**src/rtl/eeword_pkg.sv**
```systemverilog
package eeword_pkg;

   typedef enum logic [2:0] {
      SQ_IDLE,
      SQ_PRE,
      SQ_ENTER,
      SQ_CMD,
      SQ_READ,
      SQ_POST,
      SQ_DELIVER
   } sq_state_t;

   typedef struct packed {
      logic cs;
      logic sk;
      logic di;
   } line_t;

   // last of the three sub-states used per command or data bit
   localparam logic [1:0] SUB_LAST = 2'd2;

   function automatic int unsigned max2(int unsigned a, int unsigned b);
      return (a > b) ? a : b;
   endfunction

endpackage

```
**src/rtl/eeword_tick.sv**
```systemverilog
// Settle-delay counter: each load starts a window of dly clocks (0 acts as 1).
module eeword_tick #(
   parameter int unsigned DLY_W = 8
) (
   input  logic             clk,
   input  logic             rst_n,
   input  logic             load,
   input  logic [DLY_W-1:0] dly,
   output logic             expire
);

   logic [DLY_W-1:0] cnt_q;

   always_ff @(posedge clk or negedge rst_n) begin
      if (!rst_n) begin
         cnt_q <= '0;
      end else if (load) begin
         cnt_q <= (dly == '0) ? '0 : dly - 1'b1;
      end else if (cnt_q != '0) begin
         cnt_q <= cnt_q - 1'b1;
      end
   end

   assign expire = (cnt_q == '0);

endmodule

```
**src/rtl/eeword_swap.sv**
```systemverilog
// Byte-order reversal of a word, selected at run time.
module eeword_swap #(
   parameter int unsigned DATA_W = 16
) (
   input  logic [DATA_W-1:0] din,
   input  logic              en,
   output logic [DATA_W-1:0] dout
);

   localparam int unsigned NBYTES = DATA_W / 8;

   logic [DATA_W-1:0] rev;

   generate
      if (NBYTES < 2) begin : g_single
         assign rev = din;
      end else begin : g_multi
         for (genvar i = 0; i < NBYTES; i++) begin : g_byte
            assign rev[8*i +: 8] = din[DATA_W-8*(i+1) +: 8];
         end
      end
   endgenerate

   assign dout = en ? rev : din;

endmodule

```
**src/rtl/eeword_seq.sv**
```systemverilog
// Per-word sequencer: flush, access entry, command shift, data shift, flush.
module eeword_seq
   import eeword_pkg::*;
#(
   parameter int unsigned FLUSH_PULSES = 25,
   parameter int unsigned CMD_W        = 11,
   parameter int unsigned DATA_W       = 16
) (
   input  logic              clk,
   input  logic              rst_n,
   input  logic              go,
   input  logic              more,
   input  logic              expire,
   input  logic [CMD_W-1:0]  cmd_word,
   input  logic              ee_do,
   output logic              load,
   output logic              fin,
   output logic              advance_word,
   output logic              busy,
   output line_t             lines,
   output logic [DATA_W-1:0] shreg
);

   localparam int unsigned FL_LAST = 2 * FLUSH_PULSES + 3;
   localparam int unsigned IW      = $clog2(FL_LAST + 1);
   localparam int unsigned BW      = $clog2(max2(CMD_W, DATA_W));
   localparam logic [IW-1:0] FL_END  = IW'(FL_LAST);
   localparam logic [BW-1:0] CMD_END = BW'(CMD_W - 1);
   localparam logic [BW-1:0] DAT_END = BW'(DATA_W - 1);

   sq_state_t   st_q, st_d;
   logic [IW-1:0] ix_q, ix_d;
   logic [BW-1:0] bt_q, bt_d;
   logic [1:0]    sb_q, sb_d;
   logic          smp;
   line_t         ln_d;

   // next-state: one step per settle-window expiry
   always_comb begin
      st_d         = st_q;
      ix_d         = ix_q;
      bt_d         = bt_q;
      sb_d         = sb_q;
      load         = 1'b0;
      fin          = 1'b0;
      advance_word = 1'b0;
      smp          = 1'b0;
      unique case (st_q)
         SQ_IDLE: begin
            if (go) begin
               st_d = SQ_PRE;
               ix_d = '0;
               load = 1'b1;
            end
         end
         SQ_PRE, SQ_POST: begin
            if (expire) begin
               if (ix_q == FL_END) begin
                  ix_d = '0;
                  if (st_q == SQ_PRE) begin
                     st_d = SQ_ENTER;
                     load = 1'b1;
                  end else begin
                     st_d = SQ_DELIVER;
                     fin  = 1'b1;
                  end
               end else begin
                  ix_d = ix_q + 1'b1;
                  load = 1'b1;
               end
            end
         end
         SQ_ENTER: begin
            if (expire) begin
               load = 1'b1;
               if (ix_q == '0) begin
                  ix_d = IW'(1);
               end else begin
                  st_d = SQ_CMD;
                  ix_d = '0;
                  bt_d = '0;
                  sb_d = '0;
               end
            end
         end
         SQ_CMD, SQ_READ: begin
            if (expire) begin
               load = 1'b1;
               smp  = (st_q == SQ_READ) && (sb_q == 2'd0);
               if (sb_q != SUB_LAST) begin
                  sb_d = sb_q + 1'b1;
               end else begin
                  sb_d = '0;
                  if (bt_q == ((st_q == SQ_CMD) ? CMD_END : DAT_END)) begin
                     bt_d = '0;
                     ix_d = '0;
                     st_d = (st_q == SQ_CMD) ? SQ_READ : SQ_POST;
                  end else begin
                     bt_d = bt_q + 1'b1;
                  end
               end
            end
         end
         SQ_DELIVER: begin
            if (more) begin
               st_d         = SQ_PRE;
               ix_d         = '0;
               load         = 1'b1;
               advance_word = 1'b1;
            end else begin
               st_d = SQ_IDLE;
            end
         end
         default: st_d = SQ_IDLE;
      endcase
   end

   // device-line levels for the step being entered
   always_comb begin
      ln_d = '0;
      unique case (st_d)
         SQ_PRE, SQ_POST: begin
            ln_d.cs = (ix_d != FL_END);
            ln_d.sk = ix_d[0] && (ix_d != FL_END);
         end
         SQ_ENTER: begin
            ln_d.cs = 1'b1;
            ln_d.sk = ix_d[0];
         end
         SQ_CMD: begin
            ln_d.cs = 1'b1;
            ln_d.sk = (sb_d == 2'd1);
            ln_d.di = cmd_word[CMD_END - bt_d];
         end
         SQ_READ: begin
            ln_d.cs = 1'b1;
            ln_d.sk = (sb_d != SUB_LAST);
            ln_d.di = cmd_word[0];
         end
         default: ln_d = '0;
      endcase
   end

   always_ff @(posedge clk or negedge rst_n) begin
      if (!rst_n) begin
         st_q  <= SQ_IDLE;
         ix_q  <= '0;
         bt_q  <= '0;
         sb_q  <= '0;
         lines <= '0;
         shreg <= '0;
      end else begin
         st_q  <= st_d;
         ix_q  <= ix_d;
         bt_q  <= bt_d;
         sb_q  <= sb_d;
         lines <= ln_d;
         if (smp) begin
            shreg <= {shreg[DATA_W-2:0], ee_do};
         end
      end
   end

   assign busy = (st_q != SQ_IDLE);

endmodule

```
**src/rtl/eeword_rdr.sv**
```systemverilog
// Top: request capture, address and count tracking, word output register.
module eeword_rdr
   import eeword_pkg::*;
#(
   parameter int unsigned     ADDR_W       = 8,
   parameter int unsigned     OP_W         = 3,
   parameter logic [OP_W-1:0] OPCODE       = 3'b110,
   parameter int unsigned     DATA_W       = 16,
   parameter int unsigned     CNT_W        = 8,
   parameter int unsigned     DLY_W        = 8,
   parameter int unsigned     FLUSH_PULSES = 25
) (
   input  logic              clk,
   input  logic              rst_n,
   input  logic              req_start,
   input  logic [ADDR_W-1:0] req_addr,
   input  logic [CNT_W-1:0]  req_count,
   input  logic              req_swap,
   input  logic [DLY_W-1:0]  settle_cyc,
   output logic              busy,
   output logic              word_valid,
   output logic [DATA_W-1:0] word_data,
   output logic              ee_cs,
   output logic              ee_sk,
   output logic              ee_di,
   input  logic              ee_do
);

   localparam int unsigned CMD_W = OP_W + ADDR_W;

   generate
      if ((DATA_W % 8) != 0 || DATA_W < 8) begin : g_bad_data_w
         $error("eeword_rdr: DATA_W must be a whole, non-zero number of bytes");
      end
      if (ADDR_W < 1 || OP_W < 1) begin : g_bad_cmd_w
         $error("eeword_rdr: ADDR_W and OP_W must be at least 1");
      end
      if (CNT_W < 1 || DLY_W < 1) begin : g_bad_ctr_w
         $error("eeword_rdr: CNT_W and DLY_W must be at least 1");
      end
      if (FLUSH_PULSES < 1) begin : g_bad_flush
         $error("eeword_rdr: FLUSH_PULSES must be at least 1");
      end
   endgenerate

   logic              go, more, load, fin, adv, expire;
   line_t             lines;
   logic [DATA_W-1:0] sh_word, sw_word;
   logic [ADDR_W-1:0] addr_q;
   logic [CNT_W-1:0]  left_q;
   logic              swap_q;
   logic [DLY_W-1:0]  dly_q, dly_sel;
   logic [CMD_W-1:0]  cmd_word;

   assign go       = req_start && !busy && (req_count != '0);
   assign more     = (left_q != CNT_W'(1));
   assign dly_sel  = go ? settle_cyc : dly_q;
   assign cmd_word = {OPCODE, addr_q};

   always_ff @(posedge clk or negedge rst_n) begin
      if (!rst_n) begin
         addr_q <= '0;
         left_q <= '0;
         swap_q <= 1'b0;
         dly_q  <= '0;
      end else if (go) begin
         addr_q <= req_addr;
         left_q <= req_count;
         swap_q <= req_swap;
         dly_q  <= settle_cyc;
      end else if (adv) begin
         addr_q <= addr_q + 1'b1;
         left_q <= left_q - 1'b1;
      end
   end

   eeword_tick #(
      .DLY_W (DLY_W)
   ) u_tick (
      .clk    (clk),
      .rst_n  (rst_n),
      .load   (load),
      .dly    (dly_sel),
      .expire (expire)
   );

   eeword_seq #(
      .FLUSH_PULSES (FLUSH_PULSES),
      .CMD_W        (CMD_W),
      .DATA_W       (DATA_W)
   ) u_seq (
      .clk          (clk),
      .rst_n        (rst_n),
      .go           (go),
      .more         (more),
      .expire       (expire),
      .cmd_word     (cmd_word),
      .ee_do        (ee_do),
      .load         (load),
      .fin          (fin),
      .advance_word (adv),
      .busy         (busy),
      .lines        (lines),
      .shreg        (sh_word)
   );

   eeword_swap #(
      .DATA_W (DATA_W)
   ) u_swap (
      .din  (sh_word),
      .en   (swap_q),
      .dout (sw_word)
   );

   always_ff @(posedge clk or negedge rst_n) begin
      if (!rst_n) begin
         word_valid <= 1'b0;
         word_data  <= '0;
      end else begin
         word_valid <= fin;
         if (fin) begin
            word_data <= sw_word;
         end
      end
   end

   assign ee_cs = lines.cs;
   assign ee_sk = lines.sk;
   assign ee_di = lines.di;

endmodule

```
**config.mk**
```make
export PLATFORM = sky130hd
export DESIGN_NAME = eeword_rdr
export DESIGN_NICKNAME = d
export VERILOG_FILES = /design/src/rtl/eeword_pkg.sv /design/src/rtl/eeword_tick.sv /design/src/rtl/eeword_swap.sv /design/src/rtl/eeword_seq.sv /design/src/rtl/eeword_rdr.sv
export SDC_FILE = /design/constraint.sdc
export NUM_CORES = 1
export LEC_CHECK = 0
export BUFFER_PORTS_ARGS = -buffer_cell sky130_fd_sc_hd__buf_4
export CAP_MARGIN = 20
export CORE_MARGIN = 2
export CORE_UTILIZATION = 40
export DETAILED_ROUTE_END_ITERATION = 12
export GPL_TIMING_DRIVEN = 0
export SKIP_LAST_GASP = 1
export SLEW_MARGIN = 20
export SYNTH_ARGS = -nofsm -noshare
export SYNTH_HDL_FRONTEND = slang
export SYNTH_SLANG_ARGS = --single-unit
```
**constraint.sdc**
```tcl
create_clock -name clk -period 2.99 [get_ports clk]
set_input_delay 0.1495 -clock clk [delete_from_list [all_inputs] [get_ports clk]]
set_output_delay 0.1495 -clock clk [all_outputs]
set_load 0.02 [all_outputs]
```
Word-level counts from Yosys, hierarchy flattened

Cells that the tools add are included.

Equality and inequality tests: 18
Bitwise gates (word level): 0
Magnitude comparators: 1
Div/mod/pow operators: 0
Multiply operators: 0
Add/sub/neg operators: 8
Muxes and demuxes: 61
Reduce and logical (&&, ||, !) cells: 19
Shift operators: 0

Operators by type and width:

| cell                                                | number |
|---|---|
| 2-to-1 mux 8 bit                                    | 8 |
| 2-to-1 mux 6 bit                                    | 8 |
| 2-to-1 mux 3 bit                                    | 10 |
| one-hot mux 6 bit (5 select lines)                  | 1 |
| subtractor 8 x 1 -> 8 bit, second input constant    | 3 |
| 2-to-1 mux 4 bit                                    | 5 |
| 2-to-1 mux 1 bit                                    | 17 |
| zero test 8 bit                                     | 2 |
| 2-to-1 mux 16 bit                                   | 1 |
| nonzero test 8 bit                                  | 2 |
| equality test 3 bit, second input constant          | 5 |
| one-hot mux 3 bit (5 select lines)                  | 1 |
| equality test 3 x 2 -> 1 bit, second input constant | 4 |
| adder 8 x 1 -> 8 bit, second input constant         | 1 |
| 2-to-1 mux 2 bit                                    | 4 |
| != test 8 x 1 -> 1 bit, second input constant       | 1 |
| one-hot mux 2 bit (4 select lines)                  | 1 |
| one-hot mux 4 bit (2 select lines)                  | 1 |
| adder 6 x 1 -> 6 bit, second input constant         | 1 |
| equality test 3 x 1 -> 1 bit, second input constant | 2 |
| equality test 6 bit, second input constant          | 1 |
| zero test 6 bit                                     | 1 |
| != test 6 bit, second input constant                | 1 |
| OR reduction 2 bit                                  | 3 |
| 18 further kinds                                    | 23 |

Memory bits (writable): 0
Logic and storage cells: 122
Output and inout bits: 21
Bits in read-only memories: 0
Bits in latches: 0
Register bits: 84
Memories: 0
Input port bits: 29

Longest topological paths before layout

Word-level depth: 11
Gate-level depth with buffers: 13
Gate-level depth less buffers: 12

Hierarchy

Synthesis repeated with hierarchy kept, for this count alone.

Cell total of the unflattened synthesis: 460
Area, all modules: 5,153.7 um^2

Modules (own cells, without submodules):

| module      | cells each | area an instance (um^2) | sequential area each (um^2) | instances |
|---|---|---|---|---|
| eeword_seq  | 232        | 2,303.5                 | 850.8                       | 1 |
| eeword_rdr  | 144        | 1,969.4                 | 1,051.0                     | 1 |
| eeword_tick | 66         | 631.9                   | 200.2                       | 1 |
| eeword_swap | 18         | 249.0                   | 0.0                         | 1 |

Worst setup path after synthesis

Ideal clock, no wire load.

Path kind: register -> register
Start: register u_seq.st_q[1]
End: register u_tick.cnt_q[2]
Slack: -344 ps
Buffers on the path: 3
Arrival time: 3,201 ps
Period minus slack after synthesis: 3,334 ps
Data required time: 2,857 ps
Cell stages (with the launch flop): 14
Setup time: 133 ps
Cells stage by stage: dfrtp_1 > buf_1 > nor3_2 > inv_2 > a211oi_4 > clkbuf_1 > buf_1 > mux2i_1 > ha_1 > o21a_1 > nand3_1 > o31a_1 > a22oi_1 > nor2_1

Cells in the longest elaborated chain, start to end: 8
Elaborated cells on any way between the ends: 24
Those cells by class: add/sub: 1; eq/ne: 6; mux: 8; reduce/logical: 9

RTL lines:

| item                                                                | RTL line          | text |
|---|---|---|
| from (decl)                                                         | eeword_seq.sv:31  | `sq_state_t st_q, st_d;` |
| from (signal assigned)                                              | eeword_seq.sv:153 | `st_q <= st_d;` |
| nonzero test 3 bit *                                                | eeword_seq.sv:164 | `assign busy = (st_q != SQ_IDLE);` |
| named net busy                                                      | eeword_rdr.sv:20  | `output logic busy,` |
| zero test 1 bit *                                                   | eeword_rdr.sv:55  | `assign go = req_start && !busy && (req_count != '0);` |
| logical AND 1 bit * (2 in a row)                                    | eeword_rdr.sv:55  |  |
| 2-to-1 mux 8 bit                                                    | n/a               |  |
| subtractor 8 x 1 -> 8 bit / zero test 8 bit (equally long branches) | eeword_tick.sv:18 | `cnt_q <= (dly == '0) ? '0 : dly - 1'b1;` |
| 2-to-1 mux 8 bit                                                    | eeword_tick.sv:18 |  |
| 2-to-1 mux 8 bit                                                    | eeword_tick.sv:17 | `end else if (load) begin` |
| to (signal assigned)                                                | eeword_tick.sv:18 |  |
| to (signal assigned)                                                | eeword_tick.sv:20 | `cnt_q <= cnt_q - 1'b1;` |
| to (decl)                                                           | eeword_tick.sv:12 | `logic [DLY_W-1:0] cnt_q;` |

Mark *: on every way through the listed nets, which the timed path passes. The rest lies on a longest branch.
A chain may end at the register's enable or synchronous reset.

Final worst setup path

Start: register u_seq.st_q[2]
End: register u_tick.cnt_q[0]

Cells in the longest elaborated chain, start to end: 8
Elaborated cells on any way between the ends: 24
Those cells by class: add/sub: 1; eq/ne: 6; mux: 8; reduce/logical: 9

RTL lines:

| item                                                                | RTL line |
|---|---|
| nonzero test 3 bit                                                  | eeword_seq.sv:164 |
| zero test 1 bit                                                     | eeword_rdr.sv:55 |
| logical AND 1 bit (2 in a row)                                      | eeword_rdr.sv:55 |
| 2-to-1 mux 8 bit                                                    | n/a |
| subtractor 8 x 1 -> 8 bit / zero test 8 bit (equally long branches) | eeword_tick.sv:18 |
| 2-to-1 mux 8 bit                                                    | eeword_tick.sv:18 |
| 2-to-1 mux 8 bit                                                    | eeword_tick.sv:17 |

Parallel ways exist; a longest one is shown, timed or not.

==> flow_results.org <==
** Power and ir drop
- Power comes to 4616 uW.
- Dividing total power by cell area gives a power density of approximately 800 mW/mm^2.
- Worst-case vdd ir drop :: 0.0004510 V
- Static power due to leakage :: approximately 0.0027 uW

** Layout
- Once layout is done, the placed cells without fillers occupy 0.005911 sq mm.
- Summing all flip-flop and latch instances after layout gives 0.002102 sq mm.
- Fill cells in the final layout number roughly 1.1k.
- The repair_antennas step left the layout with diodes totalling 0.
- Area growth, synth to finish :: 26.28%
- Of the cells placed in the final design, the portion with a size suffix greater than 1 is 26.78%.
- Area occupied by multi-input gates :: 0.002510 sq mm
- After the last flow step, the layout net total stands at 610.
- Final core occ :: 51.76%

** Place
- Input and output buffers added on the ports amount to 49.
- Minimum setup slack after placement :: -0.5747 ns
- Global placement routability congestion :: 0.9105
- In this run the cell area measured after placement is 0.005265 sq mm.
- After legalization and detailed placement, the total HPWL measured 8.073 mm.

** Routing
- The final route contains 4016 vias.
- After the first detailed-routing iteration, the DRC count stood at ~180.
- DRC Markers :: 0
- Count of nets left with antenna violations after detail routing :: 0
- Initial DRT Pass Iterations :: 5
- After detailed routing, the number of vias per cell comes to 5.593.
- Summed over all layers, the routed wires come to 11.59 mm.
- Routed wirelength normalized by instance count :: approximately 16 microns

** GRT
- The initial antenna violation count is 0.
- Global routing consumed, over all layers together, 18.80% of the routing resources.
- The number of global-route vias before repair is 3937.
- Overflow after GRT :: 0
- Entering global routing, the biggest net connects 85 pins.
- Global-route wire length before repair :: 19.02 mm

** Synth
- Adder-cell area share of the yosys netlist :: 2.940%
- Synth Area per Inst :: 9.691 sq um
- Post-synthesis share of cell area spent on and, or, nand and nor gates :: 18.26%
- Most common flop cell mapped by yosys :: dfrtp_1
- Synthesis inferred 84 register bits.
- Number of warnings reported in the yosys synthesis log :: 0
- The synthesized netlist devotes 2.433% of its cell area to XOR and XNOR gates.
- Synthesis produced a netlist whose cell count is 483.
- The share of the Yosys chip area taken by registers is around 45%.
- Summing every instance area after synthesis gives between 0.004 and 0.005 sq mm.
- Distinct cell type count of the synthesized netlist :: 66
- When the netlist entered floorplanning its net count stood at 523.
- After synthesis, the largest family of logic cells by area is simple AND/OR/NAND/NOR gates.
- Mux contribution to synthesized area :: 10.59%
- The synthesized netlist devotes 17.08% of its cell area to compound gates.
- Number of enable-type register cells in the synthesized netlist :: 0
- In the synthesized netlist the async set-or-reset flop fraction comes to 100.0%.

** Clocking
- Counting every sink on the clock net gives 84.
- Depth of the CTS H-tree :: 3
- TritonCTS Buffers :: 9
- Clock latency on the worst-skew pair :: 0.35 ns
- The tree is rooted in a clkbuf_16.
- TritonCTS built the clock tree.
- The longest clock path from root to sink contains 2 buffers.
- Clock transition at the register clock pins on the worst setup and hold paths after CTS :: 0.07 ns

** Setup path
- R2R setup slack :: 0.03 ns
- Critical Path AT :: 3.18 ns
- Maximum fanout encountered on the critical timing path :: 8
- Type of the worst setup path :: reg2reg
- In this run the critical register-to-register path is captured at u_tick.cnt_q[0].
- Startpoint of the lowest-slack register-to-register path :: u_seq.st_q[2]
- Worst reg-to-reg path cell count :: 13
- The worst setup path is launched from a flop.
- For the worst setup path, the data required time is roughly 3.2 ns.
- STA classifies the critical path endpoint as a flop.

** STA
- The number of hold violations in the final report was 0.
- Setup repair after global routing could not meet its margin everywhere.
- After layout, the worst path uses 99.12% of the clock period.
- Relative max-transition margin :: between 40% and 50%
- The worst path in the final design needs a cycle of ~3.0 ns, including I/O delays and setup.
- Final count of negative-setup-slack endpoints :: 0
- Worst hold-check slack :: about 0.029 ns
- Post-route clock skew :: 0.008562 ns
- For the pin with the worst max-slew slack, the measured transition is approximately 0.8 ns.
- Maximum clock frequency :: around 340 MHz
- The number of slew-limit violations in the final report was 0.
- Setup WS post-layout :: 0.02617 ns

** Run
- Max-capacitance violation count :: 0

** Floorplanning
- For this configuration, the core starts out at a cell density of 40.99%.
- In this run the count of I/O pins placed on the die edge is 50.
- Floorplan die width :: 112.2 microns
- Row cnt :: 39
- Die span in y :: 112.2 microns
- The floorplan step defined a die boundary enclosing 0.01258 sq mm.
- Area of the core region :: around 0.011 sq mm

** Worst hold path
- The path with the worst hold slack has its endpoint at left_q[4].
- WHS Path Cells :: 3
- The worst hold path begins at req_count[4].
- The worst hold path belongs to the class in2reg.

** Outcome
- The flow ran to the end, and the final reports show no timing, DRC or antenna violations.
-- Yosys cell counts (all sizes together) (3+ instances only) --
master,count,share of area [%]
a211o,3,0.75
a211oi,4,0.91
a21oi,17,1.8
a221o,6,1.3
a22o,3,0.56
a22oi,7,1.1
a311oi,3,0.56
a31oi,4,0.53
a32oi,4,0.75
and3,10,1.3
buf,7,0.67
clkbuf,13,1.0
dfrtp,84,45
ha,11,2.9
inv,26,2.1
mux2,18,4.4
mux2i,24,5.2
nand2,55,4.5
nand2b,3,0.40
nand3,15,1.6
nand4,5,0.67
nor2,30,2.4
nor3,16,1.9
nor3b,5,0.80
nor4,7,1.3
nor4b,3,0.56
o211ai,5,0.91
o21a,3,0.48
o21ai,43,4.6
or2,3,0.40
or3,4,0.53
xnor2,7,1.3
xor2,6,1.1
-- critical path, stage by stage (launching register included) --
cell	delay (ns)
dfrtp_1	0.42
buf_8	0.14
nor3_4	0.19
inv_2	0.09
a211oi_4	0.27
clkbuf_8	0.21
buf_8	0.13
mux2i_4	0.23
ha_2	0.20
o21a_1	0.16
nand3_2	0.10
o31a_1	0.41
a21oi_1	0.19
a21oi_1	0.08
-- cell type report --
type / count / share of cell area [%]
Buffer: 17 / 1.842
Clock buffer: 10 / 4.043
Clock inverter: 6 / 1.270
Inverter: 26 / 1.651
Multi-Input combinational cell: 353 / 42.46
Sequential cell: 84 / 35.56
Tap cell: 143 / 3.027
Timing Repair Buffer: 79 / 10.14
-- worst max-delay path by stage --
stage | start | to | slack, ns | depth (start not counted)
CTS | u_seq.st_q[1] | u_tick.cnt_q[3] | -0.004 | 13
detailed placement | u_seq.st_q[2] | u_tick.cnt_q[3] | -0.57 | 13
floorplan | u_seq.st_q[2] | u_tick.cnt_q[2] | -0.06 | 13
finish | u_seq.st_q[2] | u_tick.cnt_q[0] | 0.03 | 13
global route | u_seq.st_q[2] | u_tick.cnt_q[0] | -0.13 | 13
global placement | u_seq.st_q[2] | u_tick.cnt_q[3] | -0.52 | 13
-- power breakdown --
| group | internal (uW) | total [uW] | leakage, uW | switching (uW) |
|---|---|---|---|---|
| registers | 1400 | 1670 | 0.00109 | 261 |
| logic | 816 | 1770 | 0.00143 | 957 |
| clock network | 685 | 1180 | 0.000152 | 493 |
-- sequential cells by signal, summed over array words and instances, names as in the netlist --
name          count
u_seq.st_q        3
u_seq.sb_q        2
dly_q             8
u_tick.cnt_q      8
u_seq.ix_q        6
word_data        16
left_q            8
word_valid        1
u_seq.bt_q        4
u_seq.shreg      16
swap_q            1
addr_q            8
u_seq.lines       3
-- per-stage QoR --
step,TNS [ns],std cells
floorplan,-0.3092,483
global placement,-8.085,675
detailed placement,-10.71,675
CTS,-0.003575,698
global route,-0.7352,718
finish,0,718
-- cells in the final DEF, fill, tap and decap left out, types with 4 or more instances in the layout --
cell type / n
nor2_1: 28
clkbuf_16: 9
nand4_1: 5
buf_4: 78
a21oi_1: 17
nand3_1: 14
nor3_1: 13
dfrtp_1: 84
nor4_1: 6
o21ai_0: 33
xnor2_1: 7
a31oi_1: 4
and3_1: 10
nor3b_1: 4
ha_1: 8
a221o_1: 6
o211ai_1: 4
clkbuf_1: 6
o21ai_1: 10
mux2i_1: 21
or3_1: 4
mux2_2: 17
inv_1: 23
xor2_1: 6
nand2_1: 54
buf_2: 4
a22oi_1: 5
-- routing by layer --
layer,up-vias,wire [microns],track usage (%)
met4,0,253,8.130
met2,76,5793,31.37
met1,1975,5176,24.39
met3,18,369,2.916
met5,-,0,0
li1,1947,-,-
-- cell families (layout without fill, tap and decap cells) --
group / count (synthesis) / after routing
AND/OR/NAND/NOR: 167 / 167
AO/OA/AOI/OAI: 118 / 118
flip-flops: 84 / 84
buffers and inverters: 46 / 138
multiplexers: 44 / 44
XOR/XNOR: 13 / 13
adder cells (fa/ha/maj): 11 / 11
-- timing repair --
action / CTS / global route
gates cloned: 0 / 0
hold buffers: 0 / 1
gates resized for setup: 7 / 24
endpoints found under the setup margin: 43 / 36
setup buffers: 8 / 21
hold endpoints to repair: 0 / 84
pin swaps: 4 / 11
Power figures use the tool's default switching activity.
